### config.mk
export PLATFORM = sky130hd
export DESIGN_NAME = i2c_rx_master
export DESIGN_NICKNAME = d
export VERILOG_FILES = /design/src/rtl/mrx_pkg.sv /design/src/rtl/mrx_datapath.sv /design/src/rtl/mrx_control.sv /design/src/rtl/i2c_rx_master.sv
export SDC_FILE = /design/constraint.sdc
export NUM_CORES = 1
export LEC_CHECK = 0
export BUFFER_PORTS_ARGS = -buffer_cell sky130_fd_sc_hd__buf_2
export CAP_MARGIN = 5
export CORE_MARGIN = 10
export CORE_UTILIZATION = 57
export CTS_BUF_LIST = sky130_fd_sc_hd__clkbuf_8
export CTS_CLUSTER_SIZE = 40
export DETAILED_ROUTE_END_ITERATION = 10
export PLACE_DENSITY = 0.91
export SLEW_MARGIN = 5
export SYNTH_ARGS = -nofsm -noshare
export SYNTH_HDL_FRONTEND = slang
export SYNTH_SLANG_ARGS = --single-unit
export TNS_END_PERCENT = 1
### constraint.sdc
create_clock -name clk -period 2.4 [get_ports clk]
set_input_delay 0.48 -clock clk [delete_from_list [all_inputs] [get_ports clk]]
set_output_delay 0.48 -clock clk [all_outputs]
set_load 0.02 [all_outputs]
### src/rtl/mrx_pkg.sv
package mrx_pkg;
  localparam int MRX_BYTE_W = 8;
  localparam int MRX_ADDR_W = MRX_BYTE_W - 1;
  localparam int MRX_BIT_W  = $clog2(MRX_BYTE_W);

  typedef enum logic [3:0] {
    S_IDLE, S_START, S_BLOW, S_BHIGH, S_AALOW, S_AAHIGH, S_NWAIT,
    S_HOLD, S_MALOW, S_MAHIGH, S_PLOW, S_PHIGH, S_PREL
  } mrxState_t;

  typedef struct packed {
    logic phaseStart;
    logic loadAddr;
    logic shiftEn;
    logic bitClr;
    logic loadRx;
  } mrxStrobe_t;
endpackage

### src/rtl/mrx_datapath.sv
module mrx_datapath
  import mrx_pkg::*;
#(
  parameter int HALF_DIV = 4
) (
  input  logic                  clk,
  input  logic                  rstN,
  input  mrxStrobe_t            stb,
  input  logic [MRX_ADDR_W-1:0] slaveAddr,
  input  logic                  sdaIn,
  output logic                  tick,
  output logic                  lastBit,
  output logic                  txBit,
  output logic [MRX_BYTE_W-1:0] rxData
);
  localparam int CNT_W = $clog2(HALF_DIV + 1);

  logic [CNT_W-1:0]      divCnt;
  logic [MRX_BYTE_W-1:0] shiftReg;
  logic [MRX_BIT_W-1:0]  bitCnt;

  assign tick    = (divCnt == CNT_W'(HALF_DIV - 1));
  assign lastBit = (bitCnt == MRX_BIT_W'(MRX_BYTE_W - 1));
  assign txBit   = shiftReg[MRX_BYTE_W-1];

  // half-period timer, restarted on every phase change
  always_ff @(posedge clk) begin
    if (!rstN)               divCnt <= '0;
    else if (stb.phaseStart) divCnt <= '0;
    else if (!tick)          divCnt <= divCnt + 1'b1;
  end

  always_ff @(posedge clk) begin
    if (!rstN) begin
      shiftReg <= '0;
      bitCnt   <= '0;
      rxData   <= '0;
    end else begin
      if (stb.loadAddr)     shiftReg <= {slaveAddr, 1'b1};
      else if (stb.shiftEn) shiftReg <= {shiftReg[MRX_BYTE_W-2:0], sdaIn};
      if (stb.bitClr)       bitCnt <= '0;
      else if (stb.shiftEn) bitCnt <= bitCnt + 1'b1;
      if (stb.loadRx)       rxData <= {shiftReg[MRX_BYTE_W-2:0], sdaIn};
    end
  end
endmodule

### src/rtl/mrx_control.sv
module mrx_control
  import mrx_pkg::*;
(
  input  logic       clk,
  input  logic       rstN,
  input  logic       ctrlWr,
  input  logic       ctrlSta,
  input  logic       ctrlSto,
  input  logic       ctrlAck,
  input  logic       dataWr,
  input  logic       sdaIn,
  input  logic       tick,
  input  logic       lastBit,
  input  logic       txBit,
  output mrxStrobe_t stb,
  output logic       sclOe,
  output logic       sdaOe,
  output logic       ackReq,
  output logic       addrNack,
  output logic       busy,
  output logic       txMode
);
  mrxState_t state, nextState;
  logic isAddr, ackBit, stopPend;

  always_comb begin
    nextState = state;
    stb       = '0;
    case (state)
      S_IDLE:   if (ctrlWr && ctrlSta) begin
                  nextState    = S_START;
                  stb.loadAddr = 1'b1;
                end
      S_START:  if (tick) begin
                  nextState  = S_BLOW;
                  stb.bitClr = 1'b1;
                end
      S_BLOW:   if (tick) nextState = S_BHIGH;
      S_BHIGH:  if (tick) begin
                  stb.shiftEn = 1'b1;
                  if (!lastBit)    nextState = S_BLOW;
                  else if (isAddr) nextState = S_AALOW;
                  else begin
                    nextState  = S_HOLD;
                    stb.loadRx = 1'b1;
                  end
                end
      S_AALOW:  if (tick) nextState = S_AAHIGH;
      S_AAHIGH: if (tick) begin
                  if (sdaIn) nextState = S_NWAIT;
                  else begin
                    nextState  = S_BLOW;
                    stb.bitClr = 1'b1;
                  end
                end
      S_NWAIT:  if (ctrlWr && ctrlSto) nextState = S_PLOW;
      S_HOLD:   if (ctrlWr) nextState = S_MALOW;
      S_MALOW:  if (tick) nextState = S_MAHIGH;
      S_MAHIGH: if (tick) begin
                  if (stopPend) nextState = S_PLOW;
                  else begin
                    nextState  = S_BLOW;
                    stb.bitClr = 1'b1;
                  end
                end
      S_PLOW:   if (tick) nextState = S_PHIGH;
      S_PHIGH:  if (tick) nextState = S_PREL;
      S_PREL:   if (tick) nextState = S_IDLE;
      default:  nextState = S_IDLE;
    endcase
    stb.phaseStart = (nextState != state);
  end

  always_comb begin
    sclOe = 1'b0;
    sdaOe = 1'b0;
    case (state)
      S_START:           sdaOe = 1'b1;
      S_BLOW:  begin     sclOe = 1'b1; sdaOe = isAddr & ~txBit; end
      S_BHIGH:           sdaOe = isAddr & ~txBit;
      S_AALOW, S_NWAIT, S_HOLD: sclOe = 1'b1;
      S_MALOW: begin     sclOe = 1'b1; sdaOe = ackBit; end
      S_MAHIGH:          sdaOe = ackBit;
      S_PLOW:  begin     sclOe = 1'b1; sdaOe = 1'b1; end
      S_PHIGH:           sdaOe = 1'b1;
      default: ;
    endcase
  end

  assign busy = (state != S_IDLE);

  always_ff @(posedge clk) begin
    if (!rstN) begin
      state    <= S_IDLE;
      isAddr   <= 1'b0;
      ackReq   <= 1'b0;
      addrNack <= 1'b0;
      ackBit   <= 1'b0;
      stopPend <= 1'b0;
      txMode   <= 1'b0;
    end else begin
      state <= nextState;
      if (state == S_IDLE && nextState == S_START) isAddr <= 1'b1;
      else if (state == S_AAHIGH && tick)          isAddr <= 1'b0;
      if (state == S_BHIGH && tick && lastBit && !isAddr) ackReq <= 1'b1;
      else if (state == S_HOLD && ctrlWr)                 ackReq <= 1'b0;
      if (state == S_AAHIGH && tick && sdaIn)            addrNack <= 1'b1;
      else if (state == S_NWAIT && ctrlWr && ctrlSto)    addrNack <= 1'b0;
      if (state == S_HOLD && ctrlWr) begin
        ackBit   <= ctrlAck;
        stopPend <= ctrlSto;
      end
      if (state == S_PREL && tick)            txMode <= 1'b0;
      else if (dataWr && state != S_IDLE)     txMode <= 1'b1;
    end
  end
endmodule

### src/rtl/i2c_rx_master.sv
module i2c_rx_master
  import mrx_pkg::*;
#(
  parameter int HALF_DIV = 4
) (
  input  logic                  clk,
  input  logic                  rstN,
  input  logic                  ctrlWr,
  input  logic                  ctrlSta,
  input  logic                  ctrlSto,
  input  logic                  ctrlAck,
  input  logic [MRX_ADDR_W-1:0] slaveAddr,
  input  logic                  dataWr,
  input  logic                  sdaIn,
  output logic                  sclOe,
  output logic                  sdaOe,
  output logic [MRX_BYTE_W-1:0] rxData,
  output logic                  ackReq,
  output logic                  addrNack,
  output logic                  busy,
  output logic                  txMode,
  output logic                  irq
);
  mrxStrobe_t stb;
  logic tick, lastBit, txBit;

  mrx_control u_ctrl (
    .clk(clk), .rstN(rstN), .ctrlWr(ctrlWr), .ctrlSta(ctrlSta),
    .ctrlSto(ctrlSto), .ctrlAck(ctrlAck), .dataWr(dataWr), .sdaIn(sdaIn),
    .tick(tick), .lastBit(lastBit), .txBit(txBit), .stb(stb),
    .sclOe(sclOe), .sdaOe(sdaOe), .ackReq(ackReq), .addrNack(addrNack),
    .busy(busy), .txMode(txMode)
  );

  mrx_datapath #(.HALF_DIV(HALF_DIV)) u_dp (
    .clk(clk), .rstN(rstN), .stb(stb), .slaveAddr(slaveAddr),
    .sdaIn(sdaIn), .tick(tick), .lastBit(lastBit), .txBit(txBit),
    .rxData(rxData)
  );

  assign irq = ackReq | addrNack;
endmodule

After elaboration in Yosys (flattened, before gate mapping)
Index checks and enable logic that the tools add are counted.
{ "word_totals": {"in_bits": 15, "out_inout_bits": 15, "reg_bits": 32, "wordCells": 101} }
{ "classes": {"n_mux": 41, "n_reduce_logical": 27, "bitwise_logic": 4, "n_eq_ne": 16, "n_addsub": 2} }
{ "op_table": {"columns": ["cell", "count"], "rows": [
  ["$mux W4", 15],
  ["$pmux W4 S13", 1],
  ["$eq A4 B4 Y1 const B", 5],
  ["$mux W1", 19],
  ["$eq A4 B3 Y1 const B", 4],
  ["$mux W8", 2],
  ["$logic_and A1 B1 Y1", 13],
  ["$reduce_or A2 Y1", 5],
  ["$eq A4 B1 Y1 const B", 2],
  ["$eq A4 B2 Y1 const B", 2],
  ["$reduce_bool A2 Y1", 4],
  ["$add A3 B1 Y3 const B", 2],
  ["$pmux W1 S3", 2],
  ["$reduce_or A6 Y1", 1],
  ["$logic_not A4 Y1", 1],
  ["$ne A4 B4 Y1", 1],
  ["$reduce_bool A4 Y1", 1],
  ["$eq A3 B2 Y1 const B", 1],
  ["$eq A3 B3 Y1 const B", 1],
  ["$mux W3", 1],
  ["$reduce_or A3 Y1", 1],
  ["$mux W2", 1],
  ["$not A1 Y1", 2],
  ["$and A1 B1 Y1", 1],
  ["other kinds (2)", 2]
]} }

Longest topological paths before layout
{ "logic_depth": {"ltp_word": 7, "mapped_depth": 8, "mapped_depth_nobuf": 7} }

Hierarchy
From an unflattened synthesis, not the netlist that was laid out.
{ "unflattened": {"hier_cells": 185, "area_unflattened_um2": 1705.4} }
{ "modules_own_cells": {"columns": ["module", "seq_area_each_um2", "instances", "cells_each", "area_per_inst_um2"], "rows": [
  ["mrx_datapath", 440.4, 1, 85, 993.5],
  ["mrx_control", 200.2, 1, 99, 705.7],
  ["i2c_rx_master", 0.0, 1, 1, 6.3]
]} }

Worst setup path after synthesis
Ideal clock, no wire load.
{ "synth_path": {"kind": "register to register", "startpoint": "register u_dp.divCnt[0]", "endpoint": "register u_dp.divCnt[0]", "n_path_buf": 1, "slack_ns": 0.366, "path_stages_with_launch": 9, "synth_period_minus_slack_ns": 2.034, "arrival_time_ns": 1.908, "required_ns": 2.274, "setup_time_ns": 0.126, "path_cell_list": "dfxtp_1 ha_1 ha_1 buf_2 and2_0 a32o_1 or4b_4 o2111ai_2 nor3_1"} }
{ "synth_between": {"elab_chain_cells": 5, "word_cells_on_any_way": 15, "cone_classes": "1 x add/sub; 2 x eq/ne; 11 x mux; 1 x reduce/logical"} }
{ "synth_rtl": {"columns": ["element", "line", "rtl"], "rows": [
  ["from (decl)", "mrx_datapath.sv:18", "logic [CNT_W-1:0] divCnt;"],
  ["from (signal assigned)", "mrx_datapath.sv:30", "else if (!tick) divCnt <= divCnt + 1'b1;"],
  ["$eq A3 B2 Y1", "mrx_datapath.sv:22", "assign tick = (divCnt == CNT_W'(HALF_DIV - 1));"],
  ["$mux W4, or another cell as far along", "mrx_control.sv:68", "S_PREL: if (tick) nextState = S_IDLE;"],
  ["$pmux W4 S13", "mrx_control.sv:29", "case (state)"],
  ["$ne A4 B4 Y1", "mrx_control.sv:71", "stb.phaseStart = (nextState != state);"],
  ["$reduce_or A2 Y1 (no line)", null, null]
]} }
Several ways; a longest one is shown, not always the timed one.
A chain may end at the register's enable or synchronous reset.

Worst setup path in the final report
{ "layout_path": {"startpoint": "register u_ctrl.state[1]", "endpoint": "output port sdaOe"} }
{ "layout_between": {"elab_chain_cells": 3, "word_cells_on_any_way": 11, "cone_classes": "7 x eq/ne; 1 x mux; 3 x reduce/logical"} }
{ "layout_rtl": {"columns": ["element", "line", "rtl"], "rows": [
  ["from (decl)", "mrx_control.sv:23", "mrxState_t state, nextState;"],
  ["from (signal assigned)", "mrx_control.sv:102", "state <= nextState;"],
  ["$eq A4 B1 Y1, or another cell as far along", "mrx_control.sv:77", "case (state)"],
  ["$reduce_or A3 Y1 (no line) / $reduce_or A2 Y1 (equally long branches)", null, null],
  ["$pmux W1 S3 *", "mrx_control.sv:77", null],
  ["to (decl)", "i2c_rx_master.sv:16", "output logic sdaOe,"]
]} }
Every way passes the cells marked *; elsewhere a longest branch is shown, timed or not.

==> out/results.tsv <==
metric	value	unit
worst_slew_pin_slew	0.659	ns
grtUsageMet1	19.4	%
fin_nets	259	
grt_use_met2	23.6	%
grt_pass1_wl	7.51	mm
clock_sinks	32	
r2r_start	u_ctrl.state[1]$_SDFF_PN0_	
cts_resized	0	
track_usage	15.4	%
syn_nets	232	
die_width	76.6	um
drc_errors	0	
cts_max_level	2	
cts_tree	built	
wirelength	4.63	mm
synth-seq-cells	32	
synth_area_per_cell	8.60	um^2
syn_to_final_growth	13.9	%
coreArea	3050	um^2
grt_max_degree	28	
r2r.worst_path.cells	5	
slew_headroom	56.0	%
cpPeakStageDelay	0.74	ns
start_kind	register	
power.switching	0.301	mW
antenna_found_initial	0	
outcome	finished clean	
critPathKind	reg2out	
holdBufCountCts	0	
p_int	0.809	mW
seqPwrFrac	51.1	%
num_rows	20	
yosys.area.top_type_share	35.1	%
power.leakage	0.843	nW
grt_pass1_vias	1595	
maxSlewViolCount	0	
critical_path.max_fanout	20	
syn_area	1820	um^2
drt_pass1_iterations	4	
synth_edf_count	0	
vias	1690	
wl_per_cell	16.3	um
synth_cells	212	
period_needed	2.23	ns
finalPower	1.11	mW
seq_area_frac_synth	35.1	%
layout-drive-gt1-share	22.5	%
ant_nets	0	
antenna_cells	0	
critPathBufInv	1	
slowest_stage	dfxtp_1	
clock_path_buffers	2	
post-route-util	68.0	%
clockPowerShare	37.0	%
die_area	5860	um^2
grt_use_met3	5.19	%
p_per_area	535	nW/um^2
synth-main-ff-cell	dfxtp_1	
hp-start	slaveAddr[5]	
synth.area.top_cells	dfxtp_1, a21boi_0, mux2i_1, nand2_1, ha_1	
cts-root-buf	clkbuf_8	
fp.dieH	76.6	um
comb_power_share	11.9	%
grt_setup_unrepaired	no	
clock_latency	0.29	ns
busiest_layer	met2	
setup_violations	0	
hpwl	3.42	mm
finalCritPeriodShare	93.0	%
drv_cap	0	
final_common_cell	dfxtp_1	
initial_core_util	59.8	%
grt-ovfl-total	0	
cp-end-kind	output port	
synth_area_leader_cell	dfxtp_1	
holdCritPathClass	in2reg	
path_cells	or2_1, nand3_1, a21oi_1, buf_2	
ir_drop	386	uV
layout_common_cells	dfxtp_1, buf_2, nand2_1, nor2_1, a21boi_0	
drtIter0Drc	153	
hold_viol	0	
io_pins	30	
async_reset_ff_share	0	%
place.gp.congestion	0.945	
cts.reportedPaths.clkPinSlew	0.07	ns
viasPerCell	5.95	
worstPathArrival	1.75	ns
hold_path_end	u_dp.shiftReg[6]$_SDFFE_PN0P_	
cts_buffers	5	
critPathTopFamily	flip-flops	
skew	0.00547	ns
tns	0	ns
swShare	27.1	%
port_buffers	29	
yosys_warnings	0	
cts_setup_buffers	0	
cp.required	1.92	ns
rrSetupSlack	0.20	ns
ys_types	57	
max_freq	448	MHz
holdPathStages	2	
r2r-end	u_dp.rxData[0]$_SDFFE_PN0P_	
## synthesized netlist by cell type (2+ instances only)
master and count:
nor3b_1 3, o22ai_1 2, nand2b_1 5, nor3_1 5
and2_1 3, nand4_1 3, nor2b_1 6, a21boi_1 6
ha_1 5, inv_1 7, a22oi_1 7, o21ai_0 4
o221ai_1 2, nand2_1 21, buf_2 7, o21a_1 3
mux2i_1 8, buf_4 5, clkbuf_1 5, a21boi_0 12
a21oi_1 4, nand3_1 11, nor2_1 12, dfxtp_1 32
o32ai_1 2
## area by class of cell
type / count / area (um^2)
tap: 44 / 55.1
sequential: 32 / 641
clock buffer: 5 / 68.8
clock inverter: 3 / 18.8
inverter: 7 / 26.3
multi-input combinational: 155 / 1050
timing repair buffer: 38 / 213
fill: 252 / 976
## how the worst max path moves through the flow
stage,end,cells after the start,startpoint,slack [ns]
5_1_grt,u_dp.rxData[0]$_SDFFE_PN0P_,5,u_ctrl.state[1]$_SDFF_PN0_,0.07
4_1_cts,sdaOe,4,u_ctrl.state[1]$_SDFF_PN0_,0.21
6_report,sdaOe,4,u_ctrl.state[1]$_SDFF_PN0_,0.17
3_3_place_gp,u_dp.rxData[0]$_SDFFE_PN0P_,5,u_ctrl.state[1]$_SDFF_PN0_,0.32
3_5_place_dp,u_dp.rxData[0]$_SDFFE_PN0P_,5,u_ctrl.state[1]$_SDFF_PN0_,0.28
2_1_floorplan,u_dp.divCnt[0]$_SDFFE_PP0P_,8,u_dp.divCnt[0]$_SDFFE_PP0P_,0.37
## state kept, by name (all words and copies together) (netlist names)
name	cells
u_ctrl.addrNack	1
u_dp.divCnt	3
u_ctrl.txMode	1
u_ctrl.state	4
u_dp.bitCnt	3
u_dp.rxData	8
u_ctrl.ackReq	1
u_ctrl.isAddr	1
u_ctrl.ackBit	1
u_ctrl.stopPend	1
u_dp.shiftReg	8
## layer usage
layer	share of wire (%)	vias to the layer above	wire length, um
li1	-	823	-
met1	45	789	2100
met2	45	71	2070
met3	8.5	7	395
met4	1.5	0	68
met5	0	-	0
## through the flow
step	hold WS, ns	cell area (um^2)	worst slack, ns	std cells
final	0.427	2080	0.168	284
after global routing	0.441	2080	0.0691	284
after CTS	0.431	2080	0.209	284
after detailed placement	0.444	1990	0.279	276
after global placement	0.440	1990	0.324	276
after floorplan	0.432	1820	0.366	212
## power groups by stage
stage | combinational, mW | sequential [mW] | clock [mW]
after floorplan | 0.0932 | 0.571 | 0
after global placement | 0.126 | 0.577 | 0
after detailed placement | 0.130 | 0.578 | 0
after global routing | 0.145 | 0.568 | 0.429
after CTS | 0.131 | 0.566 | 0.415
final | 0.132 | 0.568 | 0.411
## cells by family (layout without fill, tap and decap cells)
logic type / count (synthesis) / count (layout) / share of synthesized area (%)
compound gates: 59 / 59 / 24.6
xor+xnor: 2 / 2 / 0.960
fa+ha+maj: 5 / 5 / 3.43
buf+inv: 25 / 53 / 7.06
flops: 32 / 32 / 35.1
mux: 8 / 8 / 4.39
simple gates: 81 / 81 / 24.4
Power figures use the tool's default switching activity.
